$ cat src/rtl/split_load_port.sv
module split_load_port #(
  parameter int DEPTH   = 4,
  parameter int MAIN_AW = 14,
  parameter logic [15:0] SP_INIT = 16'h8000
) (
  input  logic        clk,
  input  logic        rst_n,
  input  logic        rq_valid,
  input  logic [15:0] rq_base,
  input  logic [15:0] rq_offset,
  input  logic        pop_valid,
  input  logic        push_valid,
  input  logic [15:0] push_data,
  input  logic        ret_valid,
  input  logic [15:0] main_rdata,
  input  logic [15:0] ctrl_rdata,
  output logic [14:0] mem_addr,
  output logic        mem_sel_ctrl,
  output logic        mem_we,
  output logic [15:0] mem_wdata,
  output logic [15:0] ret_data,
  output logic        ret_err,
  output logic [15:0] sp
);
  localparam int PW = (DEPTH > 1) ? $clog2(DEPTH) : 1;
  localparam int CW = PW + 1;
  localparam logic [CW-1:0] FULL = CW'(DEPTH);

  logic [15:0] sp_q, addr_q, wdata_q, ret_q;
  logic        sel_q, we_q, v1_q, v2_q, err_q;
  logic [CW-1:0] cnt_q, owed_q;
  logic [PW-1:0] wp_q, rp_q;
  logic [15:0]   q_mem [DEPTH];

  wire        room     = owed_q < FULL;
  wire        take_rq  = rq_valid && room;
  wire        take_pop = !rq_valid && pop_valid && room;
  wire        take_psh = !rq_valid && !pop_valid && push_valid;
  wire        issue    = take_rq || take_pop;
  wire [15:0] nxt_addr = take_rq ? (rq_base + rq_offset) : take_pop ? sp_q : sp_q - 16'd1;
  wire        deq      = ret_valid && (cnt_q != '0);
  wire [15:0] rd_word  = sel_q ? ctrl_rdata : main_rdata;

  always_ff @(posedge clk) begin
    if (!rst_n) begin
      sp_q   <= SP_INIT;
      addr_q <= '0;
      sel_q  <= 1'b0;
      we_q   <= 1'b0;
      wdata_q <= '0;
      v1_q   <= 1'b0;
      v2_q   <= 1'b0;
      cnt_q  <= '0;
      owed_q <= '0;
      wp_q   <= '0;
      rp_q   <= '0;
      ret_q  <= '0;
      err_q  <= 1'b0;
    end else begin
      if (issue || take_psh) begin
        addr_q <= nxt_addr;
        sel_q  <= nxt_addr[15];
      end
      if (take_pop) sp_q <= sp_q + 16'd1;
      else if (take_psh) sp_q <= sp_q - 16'd1;
      we_q    <= take_psh;
      wdata_q <= push_data;
      v1_q    <= issue;
      v2_q    <= v1_q;
      if (v2_q) wp_q <= wp_q + PW'(1);
      if (deq)  rp_q <= rp_q + PW'(1);
      cnt_q  <= cnt_q + CW'(v2_q) - CW'(deq);
      owed_q <= owed_q + CW'(issue) - CW'(deq);
      if (ret_valid) ret_q <= deq ? q_mem[rp_q] : '0;
      err_q <= ret_valid && !deq;
    end
  end

  always_ff @(posedge clk)
    if (v2_q) q_mem[wp_q] <= rd_word;

  assign mem_addr     = sel_q ? addr_q[14:0] : 15'(addr_q[MAIN_AW-1:0]);
  assign mem_sel_ctrl = sel_q;
  assign mem_we       = we_q;
  assign mem_wdata    = wdata_q;
  assign ret_data     = ret_q;
  assign ret_err      = err_q;
  assign sp           = sp_q;
endmodule

$ cat config.mk
export PLATFORM = sky130hd
export DESIGN_NAME = split_load_port
export DESIGN_NICKNAME = d
export VERILOG_FILES = /design/src/rtl/split_load_port.sv
export SDC_FILE = /design/constraint.sdc
export NUM_CORES = 1
export LEC_CHECK = 0
export ABC_CLOCK_PERIOD_IN_PS = 6300
export BUFFER_PORTS_ARGS = -buffer_cell sky130_fd_sc_hd__buf_2
export CORE_AREA = 2 2 125 127
export CTS_CLUSTER_SIZE = 28
export DETAILED_ROUTE_END_ITERATION = 7
export DIE_AREA = 0 0 127 129
export PLACE_DENSITY_LB_ADDON = 0.2
export SLEW_MARGIN = 0
export SYNTH_ARGS = -nofsm -noshare
export SYNTH_HDL_FRONTEND = slang
export SYNTH_SLANG_ARGS = --single-unit
$ cat constraint.sdc
create_clock -name clk -period 6.3 [get_ports clk]
set_clock_uncertainty 0.2 [all_clocks]
set_input_delay 0.945 -clock clk [delete_from_list [all_inputs] [get_ports clk]]
set_output_delay 0.945 -clock clk [all_outputs]
set_load 0.02 [all_outputs]
==> run metrics <==
run status complete, no violations; total area of multi-input combinational cells 3070 sq um; Inserted Diodes 0; total count of hold-check failures in the final report 0; Cell variety after synth 61; pre-CTS setup slack 2.53 ns; startpoint kind of the worst setup timing path input pin; category of the worst setup path capture point flop; launch instance of the worst min-delay path v1_q; DRC violation count after routing 0; Resized cells post-CTS 0; Final Setup Violations 0; number of maximum-capacitance violations 0; top cell type's share of synthesized area 27.8%; Routed WL per cell 16.5 microns; Leakage Power 0.00332 uW; share of the clock period used by the worst path 53.1%; antenna violation net count after detailed routing 0; number of vias per cell after detailed routing 5.39; Starting DRT DRC Count 335; buffer type at the clock tree root sky130_fd_sc_hd__clkbuf_16; routability-driven placement congestion ratio 0.917; power density normalized to cell area 396 nW/um^2; vertical die dimension 129 microns; source of the critical timing path ret_valid; clock transition time at the flip-flop clock pins of the worst setup and hold paths 0.06 ns; worst min path class reg2reg; transition time of the tightest slew-check pin 0.943 ns; EDFF count, synth 64; number of core rows 45; prevailing post-synth register cell sky130_fd_sc_hd__dfxtp_1; synthesis-to-layout area growth 18.8%; top-count cell post-synth sky130_fd_sc_hd__dfxtp_1; area of placed instances 7650 sq um; Clock Sink Count 144; Post-CTS Setup Repair Bufs 0; Starting Density 46.1%; deepest level of the CTS H-tree 4; full die area 16400 sq um; vias in the first global route 5052; share of cells above drive strength 1 29.7%; IO Count 152; Async SR Flop Fraction 0%; Core Footprint 15000 sq um; required time of the critical path 6.37 ns; path type of the worst setup path in2reg; synthesized netlist net count 733; arrival time at the worst endpoint 3.41 ns; Highest Clock Rate 0.299 GHz; clock buffer depth 2; most area-hungry cell type in the Yosys netlist sky130_fd_sc_hd__edfxtp_1; worst rel slew slack 36.9%; Clock Latency Late Sink 0.42 ns; Filler Cell Count 1305; number of nets in the layout 858; drt total wl 15.6 mm; DP Wirelength 10.9 mm; TritonCTS clock tree done; most area-consuming cells after synthesis sky130_fd_sc_hd__edfxtp_1, sky130_fd_sc_hd__dfxtp_1, sky130_fd_sc_hd__mux4_2, sky130_fd_sc_hd__ha_1, sky130_fd_sc_hd__a21oi_1; Worst R2R Setup Slack 3.34 ns; total negative slack 0 ns; I/O Buffers 151; number of antenna violations at the first check in global routing 0; worst setup margin 2.96 ns; number of buffers inserted during clock tree synthesis 17; largest fanout on the critical path 20; leftover overflow at the end of global routing 0; netlist area before placement 6910 sq um; Overall Global Routing Usage 19.6%; utilization of the core after routing 54.8%; global-route wire length before repair 25.0 mm; synthesis-stage register bit count 144; commonest cells in the netlist sky130_fd_sc_hd__dfxtp_1, sky130_fd_sc_hd__edfxtp_1, sky130_fd_sc_hd__nor2_1, sky130_fd_sc_hd__a21oi_1, sky130_fd_sc_hd__nand2_1; post-synthesis sequential area ratio 51.0%; Reg area 3520 sq um; largest net degree at the start of global routing 47; Final Max Tran Viols 0; reg-to-reg startpoint cnt_q[1]; IR drop worst, VDD 235 uV; iteration count of the initial detailed-routing pass 4; Post-Syn Area per Cell 11.2 sq um; Die X-Extent 127 microns; total via count in the routed design 5083; cell count after synthesis 617; count of warnings emitted by yosys 0; cts-stage hold buffer count 0; post-route worst hold slack 0.240 ns; crit path time final 3.34 ns; RSZ-0062 raised after global routing no; final instance area 8210 sq um
==> metrics by stage <==
step | power (uW) | std cells
floorplan | 2090 | 617
global placement | 2310 | 911
detailed placement | 2340 | 911
CTS | 3280 | 943
global route | 3440 | 943
finish | 3250 | 943
==> routing by layer <==
layer	wire [microns]	GRT usage, %
met5	0	0
met4	231	7.50
met1	6470	23.1
met2	8110	35.1
met3	753	4.53
==> cells by family (layout without fill, tap and decap cells) <==
family / Yosys count / count (layout) / synth area share (%)
buffers and inverters: 61 / 199 / 4.62
AO/OA/AOI/OAI: 117 / 117 / 10.7
AND/OR/NAND/NOR: 185 / 185 / 13.9
flip-flops: 144 / 144 / 51.0
multiplexers: 35 / 35 / 8.26
XOR/XNOR: 45 / 45 / 5.71
adder cells (fa/ha/maj): 30 / 30 / 5.76
==> final cells by class <==
cell class | instances | area share (%)
clock buffers | 24 | 6.15
inverters | 14 | 0.640
flip-flops and latches | 144 | 42.9
repair buffers | 153 | 9.39
clock inverters | 8 | 0.656
multi-input cells | 412 | 37.4
well taps | 188 | 2.87
==> critical path, cell delays in order <==
cell                      delay, ns
sky130_fd_sc_hd__buf_2         0.28
sky130_fd_sc_hd__nor2b_2       0.84
sky130_fd_sc_hd__ha_1          0.38
sky130_fd_sc_hd__inv_1         0.05
sky130_fd_sc_hd__ha_1          0.12
sky130_fd_sc_hd__inv_1         0.05
sky130_fd_sc_hd__fa_1          0.37
sky130_fd_sc_hd__xor2_1        0.18
sky130_fd_sc_hd__xnor2_1       0.14
sky130_fd_sc_hd__nor2_1        0.06
==> cells in the final DEF, fill, tap and decap left out, types with 3 or more instances in the layout <==
master                      Yosys  routed
sky130_fd_sc_hd__nand4_1        6       6
sky130_fd_sc_hd__mux2i_1        3       3
sky130_fd_sc_hd__buf_2          9     151
sky130_fd_sc_hd__inv_1         13      13
sky130_fd_sc_hd__a211oi_1       5       5
sky130_fd_sc_hd__nor2_1        57      57
sky130_fd_sc_hd__nand2_1       30      30
sky130_fd_sc_hd__a31oi_1        7       7
sky130_fd_sc_hd__a32oi_1        7       7
sky130_fd_sc_hd__mux2_2        16      16
sky130_fd_sc_hd__mux4_2        16      16
sky130_fd_sc_hd__clkbuf_16      0      19
sky130_fd_sc_hd__and2_1        27      27
sky130_fd_sc_hd__edfxtp_1      64      64
sky130_fd_sc_hd__or3_1          4       4
sky130_fd_sc_hd__dfxtp_1       80      80
sky130_fd_sc_hd__clkbuf_1      18       4
sky130_fd_sc_hd__fa_1           3       3
sky130_fd_sc_hd__ha_1          27      27
sky130_fd_sc_hd__nor3_1        12      12
sky130_fd_sc_hd__nor2b_1       17      16
sky130_fd_sc_hd__a21o_1         3       3
sky130_fd_sc_hd__o21ai_0       19      19
sky130_fd_sc_hd__xor2_1        22      22
sky130_fd_sc_hd__nand3_1       12      12
sky130_fd_sc_hd__a21oi_1       45      45
sky130_fd_sc_hd__clkinv_4       0       3
sky130_fd_sc_hd__xnor2_1       23      23
sky130_fd_sc_hd__nand2b_1       3       3
sky130_fd_sc_hd__o211ai_1      11      11
==> flip-flops by register name, indices dropped and copies added, names as in the netlist, 2 cells and up, named ones only <==
signal / count
q_mem: 64
mem_wdata: 16
ret_data: 16
sp: 16
addr_q: 15
cnt_q: 3
owed_q: 3
rp_q: 2
wp_q: 2
==> final timing paths <==
kind,endpoint,depth (start not counted)
setup / recovery,cnt_q[2],10
hold / removal,v2_q,1
setup reg to reg,cnt_q[2],10
hold reg to reg,v2_q,1
==> report_power, final <==
group	switching (uW)	internal [uW]	total, uW
logic	602	458	1060
clock network	373	559	932
registers	126	1130	1260
total	1100	2150	3250
Power figures use the tool's default switching activity.
